`src/rtl/pgood_pkg.sv`:
```
package pgood_pkg;

  typedef enum logic {
    PG_BAD  = 1'b0,
    PG_GOOD = 1'b1
  } pg_state_e;

  // Raise a programmed count to a floor value.
  function automatic logic [31:0] floor_to(input logic [31:0] val, input logic [31:0] floor_v);
    return (val < floor_v) ? floor_v : val;
  endfunction

endpackage

```
`src/rtl/pgood_limits.sv`:
```
module pgood_limits #(
  parameter int CNT_W    = 24,
  parameter int EXIT_MIN = 500
) (
  input  logic [CNT_W-1:0] entry_cnt,
  input  logic [CNT_W-1:0] exit_cnt,
  output logic [CNT_W-1:0] entry_lim,
  output logic [CNT_W-1:0] exit_lim
);
  import pgood_pkg::*;

  localparam logic [31:0] ENTRY_FLOOR = 32'd1;
  localparam logic [31:0] EXIT_FLOOR  = 32'(EXIT_MIN);

  logic [31:0] entry_w;
  logic [31:0] exit_w;
  logic [31:0] entry_f;
  logic [31:0] exit_f;

  always_comb begin
    entry_w   = 32'(entry_cnt);
    exit_w    = 32'(exit_cnt);
    entry_f   = floor_to(entry_w, ENTRY_FLOOR);
    exit_f    = floor_to(exit_w, EXIT_FLOOR);
    entry_lim = entry_f[CNT_W-1:0];
    exit_lim  = exit_f[CNT_W-1:0];
  end

endmodule

```
`src/rtl/pgood_persist_timer.sv`:
```
module pgood_persist_timer #(
  parameter int CNT_W = 24
) (
  input  logic             clk,
  input  logic             rst,
  input  logic             clr,
  input  logic             qualify,
  input  logic [CNT_W-1:0] limit,
  output logic             expire
);

  logic [CNT_W-1:0] run_q;
  logic [CNT_W:0]   run_inc;

  always_comb begin
    run_inc = {1'b0, run_q} + {{CNT_W{1'b0}}, 1'b1};
    expire  = qualify && !clr && (run_inc >= {1'b0, limit});
  end

  always_ff @(posedge clk) begin
    if (rst || clr || !qualify || expire) begin
      run_q <= '0;
    end else begin
      run_q <= run_inc[CNT_W-1:0];
    end
  end

endmodule

```
`src/rtl/pgood_state_reg.sv`:
```
module pgood_state_reg (
  input  logic clk,
  input  logic rst,
  input  logic en,
  input  logic flip,
  output logic good,
  output logic drive_low
);
  import pgood_pkg::*;

  pg_state_e state_q;
  pg_state_e state_d;

  always_comb begin
    state_d = state_q;
    if (!en) begin
      state_d = PG_BAD;
    end else if (flip) begin
      state_d = (state_q == PG_GOOD) ? PG_BAD : PG_GOOD;
    end
  end

  always_ff @(posedge clk) begin
    if (rst) begin
      state_q   <= PG_BAD;
      drive_low <= 1'b1;
    end else begin
      state_q   <= state_d;
      drive_low <= (state_d == PG_BAD);
    end
  end

  assign good = (state_q == PG_GOOD);

endmodule

```
`src/rtl/pgood_reset_gen.sv`:
```
module pgood_reset_gen #(
  parameter int CNT_W    = 24,
  parameter int EXIT_MIN = 500
) (
  input  logic             clk,
  input  logic             rst,
  input  logic             rail_above_hi,
  input  logic             rail_below_lo,
  input  logic             chan_en,
  input  logic [CNT_W-1:0] entry_cnt,
  input  logic [CNT_W-1:0] exit_cnt,
  output logic             rst_drive_low,
  output logic             pwr_good
);

  logic [CNT_W-1:0] entry_lim;
  logic [CNT_W-1:0] exit_lim;
  logic [CNT_W-1:0] active_lim;
  logic             qualify;
  logic             expire;
  logic             good_q;
  logic             drive_q;

  pgood_limits #(
    .CNT_W    (CNT_W),
    .EXIT_MIN (EXIT_MIN)
  ) u_limits (
    .entry_cnt (entry_cnt),
    .exit_cnt  (exit_cnt),
    .entry_lim (entry_lim),
    .exit_lim  (exit_lim)
  );

  // One window counter serves both directions: the state picks the flag and limit.
  always_comb begin
    qualify    = good_q ? rail_below_lo : rail_above_hi;
    active_lim = good_q ? exit_lim : entry_lim;
  end

  pgood_persist_timer #(
    .CNT_W (CNT_W)
  ) u_timer (
    .clk     (clk),
    .rst     (rst),
    .clr     (!chan_en),
    .qualify (qualify),
    .limit   (active_lim),
    .expire  (expire)
  );

  pgood_state_reg u_state (
    .clk       (clk),
    .rst       (rst),
    .en        (chan_en),
    .flip      (expire),
    .good      (good_q),
    .drive_low (drive_q)
  );

  assign pwr_good      = good_q;
  assign rst_drive_low = drive_q;

endmodule

```
`config.mk`:
```
export PLATFORM = sky130hd
export DESIGN_NAME = pgood_reset_gen
export DESIGN_NICKNAME = d
export VERILOG_FILES = /design/src/rtl/pgood_pkg.sv /design/src/rtl/pgood_limits.sv /design/src/rtl/pgood_persist_timer.sv /design/src/rtl/pgood_state_reg.sv /design/src/rtl/pgood_reset_gen.sv
export SDC_FILE = /design/constraint.sdc
export NUM_CORES = 1
export LEC_CHECK = 0
export BUFFER_PORTS_ARGS = -buffer_cell sky130_fd_sc_hd__buf_2
export CAP_MARGIN = 5
export CORE_ASPECT_RATIO = 1.25
export CORE_MARGIN = 4
export CORE_UTILIZATION = 50
export CTS_BUF_LIST = sky130_fd_sc_hd__clkbuf_4 sky130_fd_sc_hd__clkbuf_8 sky130_fd_sc_hd__clkbuf_16
export DETAILED_ROUTE_END_ITERATION = 12
export PLACE_DENSITY = 0.76
export SKIP_LAST_GASP = 1
export SYNTH_ARGS = -nofsm -noshare
export SYNTH_HDL_FRONTEND = slang
export SYNTH_SLANG_ARGS = --single-unit
```
`constraint.sdc`:
```
create_clock -name clk -period 4.5 [get_ports clk]
set_input_delay 0.9 -clock clk [delete_from_list [all_inputs] [get_ports clk]]
set_output_delay 0.9 -clock clk [all_outputs]
set_load 0.02 [all_outputs]
```
==> results.sh, run 1 <==
export IMPL_status="finished clean"
export IMPL_drtAntennaViolNets=0
export IMPL_layout_min_cycle_time_ns=3.84
export IMPL_post_cts_resized=0
export IMPL_post_cts_setup_buffers=0
export IMPL_cts_htree_levels=1
export IMPL_leakage_nw=1.04
export IMPL_place_congestion=0.901
export IMPL_start_util=0.516
export IMPL_hold_class="reg -> reg"
export IMPL_diodes=0
export IMPL_synth_distinct_cells=37
export IMPL_grt_ovfl_total=0
export IMPL_synth_area_leaders="dfxtp_1, ha_1, nor2b_1"
export IMPL_worstSetupPathType="in -> reg"
export IMPL_grt_pass1_wl_um=8940
export IMPL_grt_max_degree=35
export IMPL_top_layer="met4"
export IMPL_met3WireLength_um=153
export IMPL_via_per_inst=5.55
export IMPL_power_density_mw_per_mm2=172
export IMPL_rsz0062_at_grt="false"
export IMPL_met1_length_um=2190
export IMPL_cts_buffers=3
export IMPL_crit_arrival_ns=4.04
export IMPL_hold_viol=0
export IMPL_cp_start_kind="primary input"
export IMPL_netlist_instances=263
export IMPL_area_growth_syn_to_layout_pct=16.8
export IMPL_tightest_slew_ns=0.576
export IMPL_coreArea_mm2=0.00410
export IMPL_power_switching_uw=101
export IMPL_final_layout_size_suffix_gt1_frac=0.211
export IMPL_synth_top_cell_area_share=0.246
export IMPL_path_clk_slew_ns=0.08
export IMPL_yosysSeqAreaShare=0.246
export IMPL_grtUsageTotal=0.212
export IMPL_syn_area_mm2=0.00211
export IMPL_numPortBuffers=54
export IMPL_post_place_ws_ns=0.401
export IMPL_ctsHoldBuffers=0
export IMPL_cts_tree="yes"
export IMPL_firstDrtPassIters=4
export IMPL_netSwitchingFraction=0.239
export IMPL_cts_buffer_depth=2
export IMPL_cts_sinks=26
export IMPL_p_clk_frac=0.303
export IMPL_drc=0
export IMPL_combPwrFrac=0.152
export IMPL_clock_latency_ns=0.27
export IMPL_grt_pass1_vias=2029
export IMPL_p_seq_frac=0.545
export IMPL_synth_top_area_cell="dfxtp_1"
export IMPL_routed_wl_um=5270
export IMPL_num_nets_final=393
export IMPL_relSlewSlack=0.615
export IMPL_wl_per_cell_um=14.3
export IMPL_drv_cap=0
export IMPL_setup_tns_ns=0
export IMPL_syn_num_nets=341
export IMPL_ys_ff_latch=26
export IMPL_antenna_found_initial=0
export IMPL_ir_worst_vdd_v=0.000136
export IMPL_vias=2048
export IMPL_cp_max_fo=23
export IMPL_routed_wl_met2_um=2840
export IMPL_drv_slew=0
export IMPL_p_int_uw=322
export IMPL_setup_viol=0
export IMPL_fp_dieH_um=80.7
export IMPL_dr_first_iter_drc_count=107
export IMPL_fin_skew_ns=0.00373
export IMPL_yosys_warnings=0
export IMPL_die_area_mm2=0.00534
export IMPL_row_count=26
export IMPL_dp_hpwl_um=4480
export IMPL_setup_slack_ns=0.660
export IMPL_avgSynthCellArea_um2=8.04
export IMPL_cts_root_buf="clkbuf_8"
export IMPL_critPathSlowestCell="nand3_2"
export IMPL_worstSetupEndpointType="flop"
export IMPL_die_x_um=66.2
export IMPL_slowest_delay_ns=0.38
export IMPL_io_pins=55
export IMPL_cp_data_required_time_ns=4.70
export IMPL_path_cells="buf_2 > nor4_1 > and4_1 > o21ai_0 > and2_1 > inv_1 > o22ai_1 > ha_1 > o211ai_1 > a21oi_1 > o41ai_1 > a31o_2 > nand3_2 > nor2b_1"
export IMPL_fin_crit_sh=0.853
export IMPL_timing_fmax_mhz=260
worst max-delay path, delay by kind of cell:
family | cells | cell delay (ns)
AOI/OAI and AO/OA | 6 | 0.97
adders and majority gates | 1 | 0.33
and+or+nand+nor | 5 | 1.60
buffers and inverters | 2 | 0.22
layer usage:
metal / global-route usage / vias up
met4: 0.0366 / 0
met3: 0.0322 / 10
li1: - / 1051
met5: 0 / -
met2: 0.402 / 42
met1: 0.247 / 945
cells in the mapped netlist (all sizes together):
cell and number:
a211oi 1, a21boi 2, a21oi 24, a22o 1, a31o 1, a31oi 1, and2 4, and3 3
and4 3, buf 4, clkbuf 4, dfxtp 26, ha 25, inv 6, mux2i 2, nand2 17
nand2b 2, nand3 18, nand4 13, nor2 17, nor2b 38, nor3 2, nor4 11, o211ai 1
o21ai 10, o221a 1, o221ai 2, o22ai 1, o41ai 1, xnor2 17, xor2 5
area by class of cell:
cell class / instances / area (µm²)
timing repair buffer: 55 / 278
clock buffer: 3 / 41.3
inverter: 6 / 22.5
tap: 56 / 70.1
sequential: 26 / 520
fill: 409 / 1630
multi-input combinational: 223 / 1540
cell usage in the layout (no fill, tap or decap), drive strengths merged, types with 2 or more instances in the layout:
| cell | instances |
|---|---|
| and4 | 3 |
| nor2b | 38 |
| nand2b | 2 |
| nor4 | 11 |
| buf | 55 |
| dfxtp | 26 |
| a21oi | 24 |
| nor2 | 17 |
| ha | 25 |
| nor3 | 2 |
| nand4 | 13 |
| inv | 6 |
| clkbuf | 3 |
| and3 | 3 |
| o21ai | 10 |
| xnor2 | 17 |
| nand2 | 17 |
| nand3 | 18 |
| o221ai | 2 |
| a21boi | 2 |
| mux2i | 2 |
| xor2 | 5 |
| and2 | 4 |
state kept, by name, indices dropped and copies added, names as in the netlist:
signal,flops
u_state.good,1
u_state.drive_low,1
u_timer.run_q,24
logic make-up after synthesis:
| group | count (synthesis) | synth area share |
|---|---|---|
| simple gates | 128 | 0.349 |
| compound gates | 46 | 0.128 |
| flops | 26 | 0.246 |
| fa+ha+maj | 25 | 0.148 |
| xor+xnor | 22 | 0.0912 |
| buf+inv | 14 | 0.0272 |
| mux | 2 | 0.00947 |
path summary, 6_finish.rpt:
check	start	end	slack [ns]	depth (start not counted)
worst min-delay path	u_timer.run_q[0]	u_timer.run_q[0]	0.51	1
worst max register to register	u_timer.run_q[0]	u_timer.run_q[3]	0.84	13
worst min register to register	u_timer.run_q[0]	u_timer.run_q[0]	0.51	1
worst max-delay path	exit_cnt[20]	u_timer.run_q[3]	0.66	14
power by group through the flow:
stage               registers (mW)  logic, mW  clock network [mW]
finish                       0.231     0.0641               0.128
global route                 0.231     0.0725               0.140
CTS                          0.231     0.0640               0.131
detailed placement           0.236     0.0639                   0
global placement             0.236     0.0631                   0
floorplan                    0.236     0.0294                   0
through the flow:
step                      total power, mW  hold slack (ns)  utilization  area [µm²]  cells
after floorplan                     0.266            0.445            -        2110    263
after global placement              0.299            0.494        0.592        2430    366
after detailed placement            0.300            0.503        0.592        2430    366
after CTS                           0.426            0.520        0.602        2470    369
after global routing                0.444            0.547        0.602        2470    369
final                               0.423            0.510        0.602        2470    369
Power figures use the tool's default switching activity.
==> run 2: changes to the inputs <==
==> constraint.sdc (replaced) <==
create_clock -name clk -period 4.4 [get_ports clk]
set_input_delay 0.88 -clock clk [delete_from_list [all_inputs] [get_ports clk]]
set_output_delay 0.88 -clock clk [all_outputs]
set_load 0.02 [all_outputs]
==> run 2 against run 1 <==
  * Non-clock buffer count grew 1
  * Worst setup slack got worse by 0.049 ns
  * Critical path type unchanged
  * Sequential share of layout area decreased by 0.32 points
  * First-iteration DRC count increased by 2.8%
  * Clock power is 58% higher
  * Combinational power up 2%
==> results.sh, run 2 (synthesis gave the netlist of run 1 again) <==
export IMPL_cts_buffers=3
export IMPL_vias=2019
export IMPL_cp_data_required_time_ns=4.60
export IMPL_die_x_um=66.2
export IMPL_power_density_mw_per_mm2=201
export IMPL_clock_latency_ns=0.27
export IMPL_io_pins=55
export IMPL_grt_ovfl_total=0
export IMPL_post_cts_resized=0
export IMPL_area_growth_syn_to_layout_pct=18.5
export IMPL_cts_tree="yes"
export IMPL_grt_pass1_wl_um=8630
export IMPL_ctsHoldBuffers=0
export IMPL_coreArea_mm2=0.00410
export IMPL_start_util=0.516
export IMPL_final_cell_mix="buf_2, nor2b_1, dfxtp_1, ha_1, a21oi_1"
export IMPL_p_seq_frac=0.469
export IMPL_drv_slew=0
export IMPL_worstSetupPathType="in -> reg"
export IMPL_place_congestion=0.927
export IMPL_rr_worst_depth=13
export IMPL_setup_tns_ns=0
export IMPL_routed_wl_um=5280
export IMPL_grt_max_degree=36
export IMPL_p_clk_frac=0.400
export IMPL_numPortBuffers=54
export IMPL_post_cts_setup_buffers=0
export IMPL_cp_max_fo=23
export IMPL_firstDrtPassIters=4
export IMPL_leakage_nw=1.06
export IMPL_fin_hold_ws_ns=0.513
export IMPL_layout_min_cycle_time_ns=3.79
export IMPL_relSlewSlack=0.622
export IMPL_diodes=0
export IMPL_ir_worst_vdd_v=0.000154
export IMPL_worstSetupEndpointType="flop"
export IMPL_path_clk_slew_ns=0.09
export IMPL_cts_htree_levels=1
export IMPL_final_common_cell="buf_2"
export IMPL_cts_sinks=26
export IMPL_crit_arrival_ns=3.99
export IMPL_setup_viol=0
export IMPL_die_area_mm2=0.00534
export IMPL_cts_buffer_depth=2
export IMPL_worstHoldPathCells=1
export IMPL_reg2reg_slack_ns=0.85
export IMPL_place_area_mm2=0.00243
export IMPL_p_int_uw=390
export IMPL_rsz0062_at_grt="false"
export IMPL_critPathSlowestCell="nand3_2"
export IMPL_dr_first_iter_drc_count=110
export IMPL_tightest_slew_ns=0.564
export IMPL_timing_fmax_mhz=264
export IMPL_drv_cap=0
export IMPL_cts_root_buf="clkbuf_8"
export IMPL_fin_skew_ns=0.00588
export IMPL_cp_start_kind="primary input"
export IMPL_combPwrFrac=0.130
export IMPL_fill_cells=406
export IMPL_slowest_delay_ns=0.39
export IMPL_final_layout_size_suffix_gt1_frac=0.216
export IMPL_max_flop_register="u_timer.run_q"
export IMPL_fin_area_mm2=0.00250
export IMPL_path_cells="buf_2 > nor4_1 > and4_1 > o21ai_0 > and2_1 > inv_1 > o22ai_1 > ha_1 > o211ai_1 > a21oi_1 > o41ai_1 > a31o_2 > nand3_2 > nor2b_1"
export IMPL_num_nets_final=394
export IMPL_netSwitchingFraction=0.225
export IMPL_dp_hpwl_um=4380
export IMPL_fp_dieH_um=80.7
export IMPL_power_switching_uw=113
export IMPL_status="finished clean"
export IMPL_grtUsageTotal=0.208
export IMPL_hold_class="reg -> reg"
export IMPL_row_count=26
export IMPL_grt_pass1_vias=1944
export IMPL_via_per_inst=5.44
export IMPL_wl_per_cell_um=14.2
export IMPL_hold_viol=0
export IMPL_largest_reg_flops=24
export IMPL_antenna_found_initial=0
export IMPL_fin_crit_sh=0.861
export IMPL_drtAntennaViolNets=0
export IMPL_drc=0
==> run 2: cell types whose count changed in the layout (fill, tap and decap cells not counted), sizes merged <==
cell    before  now
buf         55   56
bufinv       0    1
==> run 2: layer usage <==
layer  vias to the layer above  GRT usage  share of wire
li1                       1061          -              -
met1                       922      0.233           0.41
met2                        34      0.409           0.55
met3                         2     0.0294          0.030
met4                         0     0.0366         0.0063
met5                         -          0              0
==> run 2: worst max-delay path: cells and delay by family <==
family                   cells  cell delay, ns
adder cells (fa/ha/maj)      1            0.33
buffers and inverters        2            0.21
AND/OR/NAND/NOR              5            1.60
AO/OA/AOI/OAI                6            0.95
==> run 2: power by group through the flow <==
stage | Sequential (mW) | Clock (mW) | Combinational (mW)
finish | 0.236 | 0.202 | 0.0657
global placement | 0.242 | 0 | 0.0644
global route | 0.236 | 0.217 | 0.0750
floorplan | 0.242 | 0 | 0.0301
CTS | 0.236 | 0.205 | 0.0656
detailed placement | 0.242 | 0 | 0.0651
==> run 2: layout make-up <==
cell class / instances / area, µm² / area share
timing repair buffer: 56 / 285 / 0.114
clock inverter: 1 / 30.0 / 0.0120
clock buffer: 3 / 41.3 / 0.0165
sequential: 26 / 520 / 0.208
tap: 56 / 70.1 / 0.0280
inverter: 6 / 22.5 / 0.00899
multi-input combinational: 223 / 1540 / 0.613
==> run 2: path summary, 6_finish.rpt <==
| path | start | end |
|---|---|---|
| max reg2reg | u_timer.run_q[0] | u_timer.run_q[2] |
| max | exit_cnt[20] | u_timer.run_q[2] |
| min | u_timer.run_q[0] | u_timer.run_q[0] |
| min reg2reg | u_timer.run_q[0] | u_timer.run_q[0] |
==> run 2: through the flow <==
| stage | util | worst slack [ns] | instances | power (mW) |
|---|---|---|---|---|
| 3_3_place_gp | 0.594 | 0.413 | 367 | 0.306 |
| 4_1_cts | 0.611 | 0.616 | 371 | 0.507 |
| 3_5_place_dp | 0.594 | 0.363 | 367 | 0.307 |
| 6_report | 0.611 | 0.610 | 371 | 0.504 |
| 5_1_grt | 0.611 | 0.324 | 371 | 0.528 |
| 2_1_floorplan | - | 0.866 | 263 | 0.272 |
==> run 3: changes to the inputs <==
--- a/config.mk
+++ b/config.mk
@@ -8,11 +8,9 @@
 export BUFFER_PORTS_ARGS = -buffer_cell sky130_fd_sc_hd__buf_2
 export CAP_MARGIN = 5
 export CORE_ASPECT_RATIO = 1.25
-export CORE_MARGIN = 4
-export CORE_UTILIZATION = 50
+export CORE_UTILIZATION = 30
 export CTS_BUF_LIST = sky130_fd_sc_hd__clkbuf_4 sky130_fd_sc_hd__clkbuf_8 sky130_fd_sc_hd__clkbuf_16
 export DETAILED_ROUTE_END_ITERATION = 12
-export PLACE_DENSITY = 0.76
 export SKIP_LAST_GASP = 1
 export SYNTH_ARGS = -nofsm -noshare
 export SYNTH_HDL_FRONTEND = slang
==> run 3 against run 2 <==
  * Critical path depth did not move
  * Combinational power grew 2%
  * Routed wire length rose by 4.0%
  * Clock power shrank 22%
  * Hold slack lost 0.0039 ns
  * Total power decreased by 8.3%
  * Global-route usage shrank 5.3 points
  * Maximum frequency shrank 4.1%
  * Critical path type unchanged
==> results.sh, run 3 (synthesis gave the netlist of run 1 again) <==
export IMPL_status="finished clean"
export IMPL_top_usage_layer="met2"
export IMPL_finalNonFillerCells=403
export IMPL_drtAntennaViolNets=0
export IMPL_cp_max_fo=23
export IMPL_grtUsageTotal=0.156
export IMPL_fp_dieH_um=95.8
export IMPL_row_count=33
export IMPL_post_cts_resized=0
export IMPL_dr_first_iter_drc_count=77
export IMPL_p_clk_frac=0.343
export IMPL_gr_usage_met3=0.0218
export IMPL_cp_data_required_time_ns=4.60
export IMPL_fin_hold_ws_ns=0.509
export IMPL_num_nets_final=395
export IMPL_routed_wl_um=5490
export IMPL_dp_hpwl_um=4630
export IMPL_hold_viol=0
export IMPL_r2r_start="u_timer.run_q[0]"
export IMPL_cpLargestDelayFamily="simple AND/OR/NAND/NOR gates"
export IMPL_drv_slew=0
export IMPL_tightest_slew_ns=0.559
export IMPL_via_per_inst=5.00
export IMPL_place_area_mm2=0.00248
export IMPL_cp_start_kind="primary input"
export IMPL_dpl_cell_count=399
export IMPL_rr_worst_depth=14
export IMPL_grt_ovfl_total=0
export IMPL_die_area_mm2=0.00739
export IMPL_die_x_um=77.1
export IMPL_startpoint="exit_cnt[20]"
export IMPL_fin_crit_sh=0.898
export IMPL_worstSetupPathType="in -> reg"
export IMPL_hold_class="reg -> reg"
export IMPL_power_switching_uw=113
export IMPL_netSwitchingFraction=0.245
export IMPL_final_layout_size_suffix_gt1_frac=0.218
export IMPL_worstSetupEndpointType="flop"
export IMPL_cts_sinks=26
export IMPL_hp_start="u_timer.run_q[0]"
export IMPL_fill_cells=720
export IMPL_largest_reg_flops=24
export IMPL_coreArea_mm2=0.00669
export IMPL_r2r_end="u_timer.run_q[2]"
export IMPL_io_pins=55
export IMPL_power_density_mw_per_mm2=182
export IMPL_drc=0
export IMPL_firstDrtPassIters=4
export IMPL_final_common_cell="buf_2"
export IMPL_crit_buf_inv=2
export IMPL_reg2reg_slack_ns=1.15
export IMPL_clock_latency_ns=0.27
export IMPL_rsz0062_at_grt="false"
export IMPL_wl_per_cell_um=13.6
export IMPL_max_flop_register="u_timer.run_q"
export IMPL_cts_root_buf="clkbuf_8"
export IMPL_crit_end="u_timer.run_q[2]"
export IMPL_critPathSlowestCell="nand3_2"
export IMPL_cts_buffers=3
export IMPL_setup_tns_ns=0
export IMPL_finalPower_uw=462
export IMPL_ir_worst_vdd_v=0.0000883
export IMPL_path_cells="buf_2 > nor4_1 > and4_1 > o21ai_0 > and2_1 > inv_1 > o22ai_1 > ha_1 > o211ai_1 > a21oi_1 > o41ai_1 > a31o_2 > nand3_2 > nor2b_1"
export IMPL_fin_area_mm2=0.00253
export IMPL_slowest_delay_ns=0.39
export IMPL_antenna_found_initial=0
export IMPL_path_clk_slew_ns=0.09
export IMPL_cts_buffer_depth=2
export IMPL_grt_pass1_vias=2052
export IMPL_combPwrFrac=0.145
export IMPL_timing_fmax_mhz=253
export IMPL_leakage_nw=1.06
export IMPL_vias=2015
export IMPL_p_seq_frac=0.512
export IMPL_start_util=0.316
export IMPL_cts_tree="yes"
export IMPL_area_growth_syn_to_layout_pct=20.0
export IMPL_gr_usage_met1=0.176
export IMPL_p_int_uw=348
export IMPL_cp_depth=14
export IMPL_setup_viol=0
export IMPL_layout_min_cycle_time_ns=3.95
export IMPL_final_cell_mix="buf_2, nor2b_1, dfxtp_1, ha_1, a21oi_1"
export IMPL_crit_arrival_ns=4.15
export IMPL_relSlewSlack=0.628
export IMPL_grtUsageMet2=0.309
export IMPL_numPortBuffers=54
export IMPL_cts_htree_levels=1
export IMPL_drv_cap=0
export IMPL_ctsHoldBuffers=0
export IMPL_fin_skew_ns=0.00472
export IMPL_post_cts_setup_buffers=0
export IMPL_grt_pass1_wl_um=9210
export IMPL_place_congestion=0.884
export IMPL_grt_max_degree=35
export IMPL_diodes=0
[run 3: cell count changes in the layout (fill, tap and decap cells not counted)]
| cell | before | now |
|---|---|---|
| buf_4 | 2 | 3 |
| bufinv_16 | 1 | 0 |
| clkbuf_8 | 3 | 4 |
[run 3: worst min path at each step]
stage / to / slack (ns) / cells after the start
floorplan: u_timer.run_q[0] / 0.44 / 1
global placement: u_timer.run_q[0] / 0.49 / 1
detailed placement: u_timer.run_q[0] / 0.50 / 1
CTS: u_timer.run_q[0] / 0.52 / 1
global route: u_timer.run_q[0] / 0.53 / 1
finish: u_timer.run_q[0] / 0.51 / 1
[run 3: power groups by stage]
stage               clock, mW  sequential (mW)  combinational, mW
global route            0.173            0.236             0.0749
detailed placement          0            0.242             0.0668
global placement            0            0.242             0.0658
floorplan                   0            0.242             0.0301
CTS                     0.165            0.236             0.0671
finish                  0.158            0.236             0.0670
[run 3: final cells by class]
| type | instances | area [µm²] | share of cell area |
|---|---|---|---|
| sequential | 26 | 520 | 0.205 |
| tap | 87 | 109 | 0.0429 |
| clock buffer | 4 | 55.1 | 0.0217 |
| inverter | 6 | 22.5 | 0.00888 |
| multi-input combinational | 223 | 1540 | 0.606 |
| timing repair buffer | 57 | 293 | 0.115 |
[run 3: routing by layer]
layer / vias up / part of all wire / wire (µm)
li1: 1055 / - / -
met1: 920 / 0.43 / 2370
met2: 34 / 0.54 / 2950
met3: 6 / 0.021 / 115
met4: 0 / 0.010 / 57
met5: - / 0 / 0
[run 3: stage by stage]
step | util | worst slack [ns]
floorplan | - | 0.866
CTS | 0.379 | 0.511
global placement | 0.371 | 0.234
detailed placement | 0.371 | 0.262
finish | 0.379 | 0.448
global route | 0.379 | 0.0994
